===== src/rtl/dsq_pkg.sv =====
package dsq_pkg;
  localparam logic [11:0] OFF_MASK    = 12'h080;
  localparam logic [11:0] OFF_PEND    = 12'h084;
  localparam logic [11:0] OFF_SRCIRQ  = 12'h088;
  localparam logic [11:0] OFF_CTRL    = 12'h400;
  localparam logic [11:0] OFF_NEXTID  = 12'h404;
  localparam logic [11:0] OFF_COMMIT  = 12'h408;
  localparam logic [11:0] OFF_FLAGS   = 12'h40C;
  localparam logic [11:0] OFF_DST     = 12'h410;
  localparam logic [11:0] OFF_SRC     = 12'h414;
  localparam logic [11:0] OFF_XLEN    = 12'h418;
  localparam logic [11:0] OFF_YLEN    = 12'h41C;
  localparam logic [11:0] OFF_DSTR    = 12'h420;
  localparam logic [11:0] OFF_SSTR    = 12'h424;
  localparam logic [11:0] OFF_DONE    = 12'h428;
  localparam logic [11:0] OFF_ACTID   = 12'h42C;
  localparam logic [11:0] OFF_STATUS  = 12'h430;
  localparam logic [11:0] OFF_PLEN    = 12'h44C;
  localparam logic [11:0] OFF_PID     = 12'h450;

  localparam int FLAG_CYCLIC = 0;
  localparam int FLAG_LAST   = 1;
  localparam int FLAG_REPORT = 2;

  localparam int IRQ_SOT = 0;
  localparam int IRQ_EOT = 1;
endpackage


===== src/rtl/dsq_fifo.sv =====
module dsq_fifo #(
  parameter int DEPTH = 4,
  parameter int W     = 8,
  localparam int PW   = (DEPTH > 1) ? $clog2(DEPTH) : 1,
  localparam int CW   = $clog2(DEPTH + 1)
) (
  input  logic          clk,
  input  logic          rst,
  input  logic          flush,
  input  logic          push,
  input  logic [W-1:0]  din,
  input  logic          pop,
  output logic [W-1:0]  dout,
  output logic          empty,
  output logic          full
);
  logic [W-1:0]  mem [DEPTH];
  logic [PW-1:0] wp, rp;
  logic [CW-1:0] count;

  localparam logic [PW-1:0] LASTP = PW'(DEPTH - 1);

  // storage without reset so it maps onto distributed or block RAM
  always_ff @(posedge clk) begin
    if (push && !full) mem[wp] <= din;
  end

  always_ff @(posedge clk) begin
    if (rst || flush) begin
      wp    <= '0;
      rp    <= '0;
      count <= '0;
    end else begin
      if (push && !full) wp <= (wp == LASTP) ? '0 : wp + 1'b1;
      if (pop && !empty) rp <= (rp == LASTP) ? '0 : rp + 1'b1;
      count <= count + CW'(push && !full) - CW'(pop && !empty);
    end
  end

  assign dout  = mem[rp];
  assign empty = (count == '0);
  assign full  = (count == CW'(DEPTH));


  no_overflow_chk: assert property (@(posedge clk) disable iff (rst)
    (push && !flush) |-> !full);

  no_underflow_chk: assert property (@(posedge clk) disable iff (rst)
    (pop && !flush) |-> !empty);

  hold_count_chk: assert property (@(posedge clk) disable iff (rst)
    (!push && !pop && !flush) |=> $stable(count));
endmodule


===== src/rtl/dsq_id_track.sv =====
module dsq_id_track #(
  parameter int QDEPTH = 4,
  localparam int IDW   = (QDEPTH > 1) ? $clog2(QDEPTH) : 1,
  localparam int CW    = $clog2(QDEPTH + 1)
) (
  input  logic              clk,
  input  logic              rst,
  input  logic              flush,
  input  logic              alloc,
  input  logic              alloc_rpt,
  input  logic              cmp_en,
  input  logic [IDW-1:0]    cmp_id,
  output logic [IDW-1:0]    next_id,
  output logic [QDEPTH-1:0] done,
  output logic              cmp_rpt,
  output logic [CW-1:0]     outstanding,
  output logic              can_alloc
);
  localparam logic [IDW-1:0] LAST_ID = IDW'(QDEPTH - 1);
  logic [QDEPTH-1:0] rpt;

  always_ff @(posedge clk) begin
    if (rst) begin
      next_id     <= '0;
      done        <= '0;
      rpt         <= '0;
      outstanding <= '0;
    end else begin
      if (alloc) begin
        next_id       <= (next_id == LAST_ID) ? '0 : next_id + 1'b1;
        done[next_id] <= 1'b0;
        rpt[next_id]  <= alloc_rpt;
      end
      if (cmp_en) done[cmp_id] <= 1'b1;
      if (flush) outstanding <= '0;
      else       outstanding <= outstanding + CW'(alloc) - CW'(cmp_en);
    end
  end

  assign cmp_rpt   = rpt[cmp_id];
  assign can_alloc = (outstanding < CW'(QDEPTH));


  out_bound_chk: assert property (@(posedge clk) disable iff (rst)
    outstanding <= CW'(QDEPTH));

  done_set_chk: assert property (@(posedge clk) disable iff (rst)
    cmp_en |=> done[$past(cmp_id)]);

  realloc_clr_chk: assert property (@(posedge clk) disable iff (rst)
    (alloc && !(cmp_en && cmp_id == next_id)) |=> !done[$past(next_id)]);

  id_step_chk: assert property (@(posedge clk) disable iff (rst)
    alloc |=> (next_id != $past(next_id)));
endmodule


===== src/rtl/dsq_irq_ctl.sv =====
module dsq_irq_ctl #(
  parameter int NSRC = 2
) (
  input  logic            clk,
  input  logic            rst,
  input  logic [NSRC-1:0] set,
  input  logic            clr_we,
  input  logic [NSRC-1:0] clr_bits,
  input  logic            mask_we,
  input  logic [NSRC-1:0] mask_bits,
  output logic [NSRC-1:0] pend,
  output logic [NSRC-1:0] mask,
  output logic            irq
);
  logic [NSRC-1:0] pend_n, mask_n;

  always_comb begin
    pend_n = (pend & ~(clr_we ? clr_bits : '0)) | set;
    mask_n = mask_we ? mask_bits : mask;
  end

  always_ff @(posedge clk) begin
    if (rst) begin
      pend <= '0;
      mask <= '1;
      irq  <= 1'b0;
    end else begin
      pend <= pend_n;
      mask <= mask_n;
      irq  <= |(pend_n & ~mask_n);
    end
  end


  event_wins_chk: assert property (@(posedge clk) disable iff (rst)
    (set != '0) |=> ((pend & $past(set)) == $past(set)));

  irq_follow_chk: assert property (@(posedge clk) disable iff (rst)
    irq == |(pend & ~mask));
endmodule


===== src/rtl/dma_submit_ctl.sv =====
module dma_submit_ctl #(
  parameter int QDEPTH = 4,
  parameter int PDEPTH = 4,
  parameter int AW     = 32,
  parameter int LEN_W  = 24,
  parameter int YW     = 16,
  localparam int IDW   = (QDEPTH > 1) ? $clog2(QDEPTH) : 1
) (
  input  logic             clk,
  input  logic             rst,
  input  logic             bus_wr,
  input  logic             bus_rd,
  input  logic [11:0]      bus_addr,
  input  logic [31:0]      bus_wdata,
  output logic [31:0]      bus_rdata,
  output logic             irq,
  output logic             hd_valid,
  input  logic             hd_take,
  output logic [IDW-1:0]   hd_id,
  output logic [AW-1:0]    hd_src,
  output logic [AW-1:0]    hd_dst,
  output logic [LEN_W-1:0] hd_xlen,
  output logic [YW-1:0]    hd_ylen,
  output logic [AW-1:0]    hd_src_stride,
  output logic [AW-1:0]    hd_dst_stride,
  output logic [2:0]       hd_flags,
  input  logic             cmp_valid,
  input  logic [IDW-1:0]   cmp_id,
  input  logic             cmp_partial,
  input  logic [LEN_W-1:0] cmp_len
);
  import dsq_pkg::*;

  localparam int DW = IDW + 4 * AW + LEN_W + YW + 3;
  localparam int RW = IDW + LEN_W;
  localparam int CW = $clog2(QDEPTH + 1);

  // control and staging registers
  logic             en, pause, start_pend;
  logic [2:0]       stg_flags;
  logic [AW-1:0]    stg_dst, stg_src, stg_dstr, stg_sstr;
  logic [LEN_W-1:0] stg_xlen;
  logic [YW-1:0]    stg_ylen;
  logic [IDW-1:0]   act_id;

  // cross-module nets
  logic [IDW-1:0]    next_id;
  logic [QDEPTH-1:0] done_bits;
  logic              cmp_rpt, can_alloc;
  logic [CW-1:0]     outstanding;
  logic              q_empty, q_full, q_pop;
  logic [DW-1:0]     q_din, q_dout;
  logic              p_empty, p_full, p_push, p_pop;
  logic [RW-1:0]     p_dout;
  logic [1:0]        irq_pend, irq_mask;

  logic ctrl_wr, flush, start_wr, want, accept, cmp_en;

  always_comb begin
    ctrl_wr  = bus_wr && (bus_addr == OFF_CTRL);
    flush    = ctrl_wr && !bus_wdata[0];
    start_wr = bus_wr && (bus_addr == OFF_COMMIT) && bus_wdata[0];
    want     = en && !flush && (start_wr || start_pend);
    accept   = want && can_alloc && !q_full;
    cmp_en   = cmp_valid && en && !flush && (outstanding != '0);
    q_pop    = hd_take && hd_valid;
    p_push   = cmp_en && cmp_partial && cmp_rpt && !p_full;
    p_pop    = bus_rd && (bus_addr == OFF_PID) && !p_empty;
    q_din    = {next_id, stg_src, stg_dst, stg_sstr, stg_dstr,
                stg_xlen, stg_ylen, stg_flags};
  end

  always_ff @(posedge clk) begin
    if (rst) begin
      en         <= 1'b0;
      pause      <= 1'b0;
      start_pend <= 1'b0;
      stg_flags  <= '0;
      stg_dst    <= '0;
      stg_src    <= '0;
      stg_dstr   <= '0;
      stg_sstr   <= '0;
      stg_xlen   <= '0;
      stg_ylen   <= '0;
      act_id     <= '0;
    end else begin
      if (ctrl_wr) {pause, en} <= bus_wdata[1:0];
      if (bus_wr) begin
        unique case (bus_addr)
          OFF_FLAGS: stg_flags <= bus_wdata[2:0];
          OFF_DST:   stg_dst   <= bus_wdata[AW-1:0];
          OFF_SRC:   stg_src   <= bus_wdata[AW-1:0];
          OFF_XLEN:  stg_xlen  <= bus_wdata[LEN_W-1:0];
          OFF_YLEN:  stg_ylen  <= bus_wdata[YW-1:0];
          OFF_DSTR:  stg_dstr  <= bus_wdata[AW-1:0];
          OFF_SSTR:  stg_sstr  <= bus_wdata[AW-1:0];
          default: ;
        endcase
      end
      if (flush || accept) start_pend <= 1'b0;
      else if (want)       start_pend <= 1'b1;
      if (q_pop) act_id <= hd_id;
    end
  end

  dsq_id_track #(.QDEPTH(QDEPTH)) ids_i (
    .clk(clk), .rst(rst), .flush(flush),
    .alloc(accept), .alloc_rpt(stg_flags[FLAG_REPORT]),
    .cmp_en(cmp_en), .cmp_id(cmp_id),
    .next_id(next_id), .done(done_bits), .cmp_rpt(cmp_rpt),
    .outstanding(outstanding), .can_alloc(can_alloc)
  );

  dsq_fifo #(.DEPTH(QDEPTH), .W(DW)) queue_i (
    .clk(clk), .rst(rst), .flush(flush),
    .push(accept), .din(q_din), .pop(q_pop),
    .dout(q_dout), .empty(q_empty), .full(q_full)
  );

  dsq_fifo #(.DEPTH(PDEPTH), .W(RW)) partial_i (
    .clk(clk), .rst(rst), .flush(1'b0),
    .push(p_push), .din({cmp_id, cmp_len}), .pop(p_pop),
    .dout(p_dout), .empty(p_empty), .full(p_full)
  );

  dsq_irq_ctl #(.NSRC(2)) irq_i (
    .clk(clk), .rst(rst),
    .set({cmp_en, accept}),
    .clr_we(bus_wr && (bus_addr == OFF_PEND)), .clr_bits(bus_wdata[1:0]),
    .mask_we(bus_wr && (bus_addr == OFF_MASK)), .mask_bits(bus_wdata[1:0]),
    .pend(irq_pend), .mask(irq_mask), .irq(irq)
  );

  assign hd_valid = !q_empty && en && !pause;
  assign {hd_id, hd_src, hd_dst, hd_src_stride, hd_dst_stride,
          hd_xlen, hd_ylen, hd_flags} = q_dout;

  logic [31:0] rd_val;
  always_comb begin
    rd_val = '0;
    unique case (bus_addr)
      OFF_MASK:   rd_val[1:0] = irq_mask;
      OFF_PEND:   rd_val[1:0] = irq_pend;
      OFF_SRCIRQ: rd_val[1:0] = irq_pend & ~irq_mask;
      OFF_CTRL:   rd_val[1:0] = {pause, en};
      OFF_NEXTID: rd_val[IDW-1:0] = next_id;
      OFF_COMMIT: rd_val[0] = start_pend;
      OFF_FLAGS:  rd_val[2:0] = stg_flags;
      OFF_DST:    rd_val[AW-1:0] = stg_dst;
      OFF_SRC:    rd_val[AW-1:0] = stg_src;
      OFF_XLEN:   rd_val[LEN_W-1:0] = stg_xlen;
      OFF_YLEN:   rd_val[YW-1:0] = stg_ylen;
      OFF_DSTR:   rd_val[AW-1:0] = stg_dstr;
      OFF_SSTR:   rd_val[AW-1:0] = stg_sstr;
      OFF_DONE: begin
        rd_val[QDEPTH-1:0] = done_bits;
        rd_val[31]         = !p_empty;
      end
      OFF_ACTID:  rd_val[IDW-1:0] = act_id;
      OFF_STATUS: rd_val[0] = start_pend || (outstanding != '0);
      OFF_PLEN:   rd_val[LEN_W-1:0] = p_empty ? '0 : p_dout[LEN_W-1:0];
      OFF_PID:    rd_val[IDW-1:0] = p_empty ? '0 : p_dout[RW-1:LEN_W];
      default: ;
    endcase
  end

  always_ff @(posedge clk) begin
    if (rst)         bus_rdata <= '0;
    else if (bus_rd) bus_rdata <= rd_val;
    else             bus_rdata <= '0;
  end


  flush_clears_chk: assert property (@(posedge clk) disable iff (rst)
    flush |=> (!hd_valid && !start_pend));

  wait_when_full_chk: assert property (@(posedge clk) disable iff (rst)
    (want && !can_alloc) |=> start_pend);
endmodule


===== config.mk =====
export PLATFORM = sky130hd
export DESIGN_NAME = dma_submit_ctl
export DESIGN_NICKNAME = d
export VERILOG_FILES = /design/src/rtl/dsq_pkg.sv /design/src/rtl/dsq_fifo.sv /design/src/rtl/dsq_id_track.sv /design/src/rtl/dsq_irq_ctl.sv /design/src/rtl/dma_submit_ctl.sv
export SDC_FILE = /design/constraint.sdc
export NUM_CORES = 1
export LEC_CHECK = 0
export BUFFER_PORTS_ARGS = -buffer_cell sky130_fd_sc_hd__buf_2
export CAP_MARGIN = 20
export CORE_MARGIN = 5
export CORE_UTILIZATION = 40
export CTS_CLUSTER_DIAMETER = 30
export CTS_CLUSTER_SIZE = 14
export DETAILED_ROUTE_END_ITERATION = 7
export PLACE_DENSITY = 0.58
export SLEW_MARGIN = 10
export SYNTH_ARGS = -nofsm -noshare
export SYNTH_HDL_FRONTEND = slang
export SYNTH_SLANG_ARGS = --single-unit

===== constraint.sdc =====
create_clock -name clk -period 8.1 [get_ports clk]
set_input_delay 1.62 -clock clk [delete_from_list [all_inputs] [get_ports clk]]
set_output_delay 1.62 -clock clk [all_outputs]
set_load 0.005 [all_outputs]

==> results.md, run 1 <==
- R2R depth: 6
- Pin count of the biggest net entering global routing: between 100 and 150
- CTS max path bufs: 3
- Synth Area in XOR/XNOR: 0.001566
- Pwr dens: 285.4 nW/um^2
- Psw: 2.873 mW
- Gr usage total: 0.2099
- Die Ht: 322.9 microns
- Final period util: 0.6052
- P_leak: 17.49 nW
- Setup bufs post-CTS: 0
- Final wirelength: 110.8 mm
- Root buf cell: clkbuf_16
- Synth Area in Adders: 0.007926
- H-Tree Depth: 4
- Layout Nets: 2808
- CP endpoint kind: flop
- Filler Cells Inserted: about 8000
- Pre-antenna DRT Iters: 6
- Slack of the critical path: 3.198 ns
- Max VDD drop: 196.7 uV
- Critical path class: primary input to flop
- Most frequent cells in the layout: 796 x edfxtp_1, 393 x nand2_1, 282 x buf_2
- # IOs: 284
- Final min period: 4.902 ns
- Vias post-DR: 23070
- Synth top area share: 0.6105
- Slew headroom: 0.3101
- Critical path peak fanout: 73
- EDFF count, synth: 796
- Most common cell after layout, fill and taps aside: edfxtp_1
- Synth Area per Inst: 16.79 sq um
- Clk slew on worst S/H paths: 0.05 ns
- Final hold violation count: 0
- Post-synth top flop: edfxtp_1
- Register area share after synthesis: 0.7353
- Final setup violation count: 0
- Final instance area: 48940 sq um
- First-pass GRT wire length: 159.8 mm
- Part of the power in registers: 0.407
- Post-Synthesis Cell Area: 39150 sq um
- RSZ-0062 raised after global routing: no
- Worst EP arrival: 5.26 ns
- Vias in the first global route: ~23000
- DP Wirelength: around 72 mm
- Hold Path Class: flop to flop
- Syn Nets: 2432
- Max_cap viols: 0
- Cells after synthesis: 2332
- Core Rows: roughly 110
- Setup TNS: 0 ns
- Clk sink count: 1040
- Die area: 104200 sq um
- Dpl cell area: ~42000 sq um
- CP max stage cell: and2_4
- Slew @ Worst Pin: 1.035 ns
- Core area: a little under 100000 sq um
- Final GP Congestion: 0.8892
- DRC errors left: 0
- Yosys top cell by area: edfxtp_1
- Outcome: complete, no violations
- Max-slew violations: 0
- Synth warn: 0
- Mux cell area share after synthesis: 0.1257
- Synth area leaders: edfxtp_1 61%, dfxtp_1 12%, mux4_2 12%
- Synth Area in Compound Gates: 0.05072
- Vias/cell: 5.536
- Fmax: 204.0 MHz
- Post-cts hold buffer count: 0
- Worst-skew pair later-pin latency: 0.78 ns
- Startpoint Class: primary input
- Critical path's largest stage delay: 0.82 ns
- Worst endpoint required time: 8.46 ns
- Cell-by-cell trace of the critical path: buf_2, nor4b_2, a41oi_1, a2111oi_4, buf_4, and2_4, buf_12
- PortBufs: 283
- Largest family of logic cells by synthesized area: multiplexers
- Initial DRC count: between 2000 and 3000
- Hold path cells: 2
- Pint: about 11 mW
- WL/cell: 26.58 microns
- Share of layout cells above drive strength 1: 0.3098
- Cts repair resizes: 0
- Worst-case clock skew: 0.06006 ns
- Asr flop ratio synth: 0
- Clk pwr share: 0.586
- Initial antenna violation count: 30
- Num CTS Buffers: ~190
- Grt ovf: 0
- Initial cell density of the core: 0.4042
- Logic pwr share: 0.008
- Post-synthesis register bit count: 1040
- DP Worst Slack: between 2 and 3 ns
- Simple-gate portion of the synthesized area: 0.06193
- Die width: 322.9 microns
- Switching Fraction: 0.2057
- Post-synth cell types: 70
- Layout area overhead: 25.01%
- Antenna Violating Nets Remaining: 0
- CTS tree: built
registers in the layout, indices dropped and copies added, names as in the netlist, 4 cells and up, named ones only:
register       count
bus_rdata         32
ids_i.done         4
ids_i.rpt          4
partial_i.mem    104
queue_i.mem      692
stg_dst           32
stg_dstr          32
stg_src           32
stg_sstr          32
stg_xlen          24
stg_ylen          16
power by group through the flow:
stage	Combinational (mW)	Sequential, mW	Clock, mW
floorplan	0.0454	5.78	0
global placement	0.103	5.78	0
detailed placement	0.106	5.78	0
CTS	0.106	5.68	8.28
global route	0.113	5.67	8.57
finish	0.109	5.68	8.18
synthesized netlist by cell type, drive strengths merged (4+ instances only):
library cell and number:
edfxtp 796, nand2 394, dfxtp 244, a21oi 214, mux4 202, clkbuf 74, buf 63, nor2 42
a22oi 35, mux2i 26, inv 25, ha 20, nor3 19, and2 15, a222oi 13, a31oi 13
mux2 10, nand3 10, nand4 9, nor4b 7, o21ai 7, a22o 6, nor4 6, and3 5
or3 5, a211oi 4, a221oi 4, o22ai 4, o31ai 4, or4 4, or4b 4, xnor2 4
path summary, 6_finish.rpt:
| check | start | end | slack (ns) |
|---|---|---|---|
| setup reg to reg | queue_i.count[1] | queue_i.mem[0][79] | 5.04 |
| hold reg to reg | ids_i.rpt[0] | ids_i.rpt[0] | 0.46 |
| hold / removal | ids_i.rpt[0] | ids_i.rpt[0] | 0.46 |
| setup / recovery | bus_addr[3] | queue_i.mem[0][79] | 3.20 |
worst max-delay path: cells and delay by family:
| kind | cells | cell delay (ns) |
|---|---|---|
| AND/OR/NAND/NOR | 2 | 1.53 |
| AO/OA/AOI/OAI | 2 | 0.57 |
| buffers and inverters | 3 | 1.43 |
stage by stage:
step                      total power [mW]  utilization  hold slack [ns]  cells
after floorplan                      5.829            -           0.4315   2332
after global routing                 14.36       0.5051           0.4898   4157
final                                13.97       0.5054           0.4645   4168
after global placement               5.887       0.4342           0.4451   3794
after CTS                            14.07       0.5045           0.4698   4146
after detailed placement             5.889       0.4342           0.4621   3794
layout make-up:
| class | count | area (sq um) | area share |
|---|---|---|---|
| Sequential cell | 1040 | 28800 | 0.5883 |
| Multi-Input combinational cell | 1130 | 9747 | 0.1991 |
| Clock buffer | 228 | 5037 | 0.1029 |
| Timing Repair Buffer | 326 | 1863 | 0.03806 |
| Clock inverter | 124 | 1763 | 0.03602 |
| Tap cell | 1276 | 1597 | 0.03262 |
| Inverter | 25 | 93.84 | 0.001917 |
| Antenna cell | 19 | 47.55 | 0.0009714 |
metal layers:
metal | share of wire | track usage | vias up
met5 | 0.00067 | 0 | -
met4 | 0.024 | 0.06282 | 12
met3 | 0.090 | 0.05662 | 181
met2 | 0.47 | 0.3279 | 1073
met1 | 0.41 | 0.2921 | 11920
li1 | - | - | 9887
cells by family (layout without fill, tap and decap cells):
| logic type | Yosys count | count (layout) |
|---|---|---|
| and+or+nand+nor | 534 | 534 |
| xor gates and xnor gates | 7 | 7 |
| buffers and inverters | 162 | 703 |
| other | 0 | 19 |
| AOI/OAI and AO/OA | 328 | 328 |
| muxes | 238 | 238 |
| adders and majority gates | 23 | 23 |
| DFF | 1040 | 1040 |
No activity file was read; power rests on OpenSTA's default activity.
==> inputs of run 2 (changes only) <==
--- a/config.mk
+++ b/config.mk
@@ -12,7 +12,7 @@
 export CTS_CLUSTER_DIAMETER = 30
 export CTS_CLUSTER_SIZE = 14
 export DETAILED_ROUTE_END_ITERATION = 7
-export PLACE_DENSITY = 0.58
+export PLACE_DENSITY = 0.6
 export SLEW_MARGIN = 10
 export SYNTH_ARGS = -nofsm -noshare
 export SYNTH_HDL_FRONTEND = slang
==> constraint.sdc (replaced) <==
create_clock -name clk -period 4 [get_ports clk]
set_input_delay 0.8 -clock clk [delete_from_list [all_inputs] [get_ports clk]]
set_output_delay 0.8 -clock clk [all_outputs]
set_load 0.005 [all_outputs]
==> run 2 against run 1 <==
Net effect:
- sequential cell count did not move
- clock-buffer cell count fell by 13
- cell area rose by 0.93%
- wire length rose by 1.1%
- clock power rose by 100%
- critical path type is now flop to output port
- largest cell class unchanged
==> results.md, run 2 (synthesis results as in run 1) <==
- Outcome: complete, no violations
- Startpoint Class: flop
- CTS tree: built
- R2r startpoint: ids_i.rpt[1]
- Final GP Congestion: 0.8779
- RSZ-0062 raised after global routing: no
- Cts repair resizes: 0
- Pre-antenna DRT Iters: 6
- DP Wirelength: 75.84 mm
- Die width: 322.9 microns
- Max-slew violations: 0
- Power Total: 28.14 mW
- Final min period: between 3 and 4 ns
- Hold Path Class: primary input to flop
- Final period util: 0.8804
- Slack of the critical path: around 0.48 ns
- Largest register by flop count: queue_i.mem
- Filler Cells Inserted: 7804
- Largest registers: queue_i.mem (692), partial_i.mem (104)
- DP Worst Slack: 0.4224 ns
- Num CTS Buffers: 187
- Fmax: 284.0 MHz
- Reg2Reg Setup Slack: 1.22 ns
- CP max stage cell: mux4_2
- Core area: 96850 sq um
- Most common cell after layout, fill and taps aside: edfxtp_1
- Setup bufs post-CTS: 0
- Clk slew on worst S/H paths: 0.05 ns
- Met2 Use GR: 0.3312
- Worst endpoint required time: 3.20 ns
- CTS max path bufs: 3
- Layout Nets: approximately 2900
- Share of layout cells above drive strength 1: 0.3186
- Crit path to: hd_dst_stride[11]
- Critical path class: flop to output port
- WL/cell: 26.56 microns
- Final core occ: 0.5101
- Die area: 104200 sq um
- Hold path cells: 1
- Hold_ws: 0.2310 ns
- Initial antenna violation count: 24
- Slew headroom: 0.3371
- Vias in the first global route: 23510
- Max_cap viols: 0
- Initial cell density of the core: 0.4042
- Die Ht: 322.9 microns
- Most crowded layer after global routing: met2
- Worst-skew pair later-pin latency: 0.78 ns
- M3 GR Usage: 0.05556
- Cell-by-cell trace of the critical path: buf_4, mux4_2, buf_2
- Vias/cell: 5.527
- Vias post-DR: 23310
- Layout area overhead: 26.18%
- Most frequent cells in the layout: 796 x edfxtp_1, 393 x nand2_1, 282 x buf_2
- Antenna Violating Nets Remaining: 0
- CP endpoint kind: output port
- R2R depth: 9
- Slew @ Worst Pin: 0.9930 ns
- Pin count of the biggest net entering global routing: slightly above 80
- # IOs: 284
- Post-route insts no fill: approximately 4200
- First-pass GRT wire length: about 160 mm
- Pwr dens: between 500 and 600 nW/um^2
- Initial DRC count: 2779
- Reg2reg end: partial_i.count[2]
- Root buf cell: clkbuf_16
- Final wirelength: 112.0 mm
- PortBufs: between 200 and 300
- Post-cts hold buffer count: 0
- Critical path peak fanout: 24
- Final setup violation count: 0
- M1 GR Usage: 0.2951
- H-Tree Depth: 4
- Critical path's largest stage delay: slightly below 0.7 ns
- Gr usage total: 0.2130
- P_leak: between 15 and 20 nW
- DRC errors left: 0
- Max VDD drop: approximately 400 uV
- Grt ovf: 0
- Worst-case clock skew: 0.07517 ns
- Final hold violation count: 0
- Worst EP arrival: 2.72 ns
- Largest register FFs: 692
- Core Rows: ~110
- Dpl cells: 3850
- Clk sink count: 1040
[run 2: changes by cell type in the layout (fill, tap and decap cells not counted), sizes merged, moves of 3 or more]
cell and delta:
buf +54, clkinvlp -3, inv -10, diode -6, clkbuf -14, clkinv +26
[run 2: per-layer routing]
layer | share of wire | vias up
met5 | 0.00062 | -
met4 | 0.028 | 10
met3 | 0.097 | 199
met2 | 0.47 | 1188
met1 | 0.41 | 11920
li1 | - | 9990
[run 2: per-stage QoR]
| stage | setup TNS, ns | instance area (sq um) |
|---|---|---|
| 2_1_floorplan | -601.41 | 39160 |
| 3_3_place_gp | 0 | 42610 |
| 3_5_place_dp | 0 | 42610 |
| 4_1_cts | 0 | 49370 |
| 5_1_grt | 0 | 49380 |
| 6_report | 0 | 49400 |
[run 2: worst min path at each step]
stage | startpoint | to | slack (ns)
3_3_place_gp | ids_i.rpt[2] | ids_i.rpt[2] | 0.45
6_report | cmp_len[11] | partial_i.mem[0][11] | 0.23
3_5_place_dp | ids_i.rpt[1] | ids_i.rpt[1] | 0.46
5_1_grt | cmp_len[11] | partial_i.mem[0][11] | 0.21
2_1_floorplan | ids_i.rpt[2] | ids_i.rpt[2] | 0.43
4_1_cts | cmp_len[11] | partial_i.mem[1][11] | 0.18
[run 2: layout make-up]
type                    count  area, sq um  area share
flip-flops and latches   1040        28800      0.5829
diodes                     13        32.53   0.0006585
well taps                1276         1597     0.03232
inverters                  25        93.84    0.001900
repair buffers            379         2381     0.04820
clock buffers             215         4907     0.09933
clock inverters           139         1853     0.03751
multi-input cells        1130         9741      0.1972
[run 2: where the power goes]
group | leakage, nW | switching (mW) | internal, mW
clock | 3.24 | 5.56 | 10.8
combinational | 4.39 | 0.175 | 0.0578
sequential | 10.1 | 0.000393 | 11.5
[run 2: worst max-delay path, delay by kind of cell (launching register included)]
kind | cells | cell delay [ns]
buffers and inverters | 2 | 0.71
multiplexers | 1 | 0.69
flip-flops | 1 | 0.54
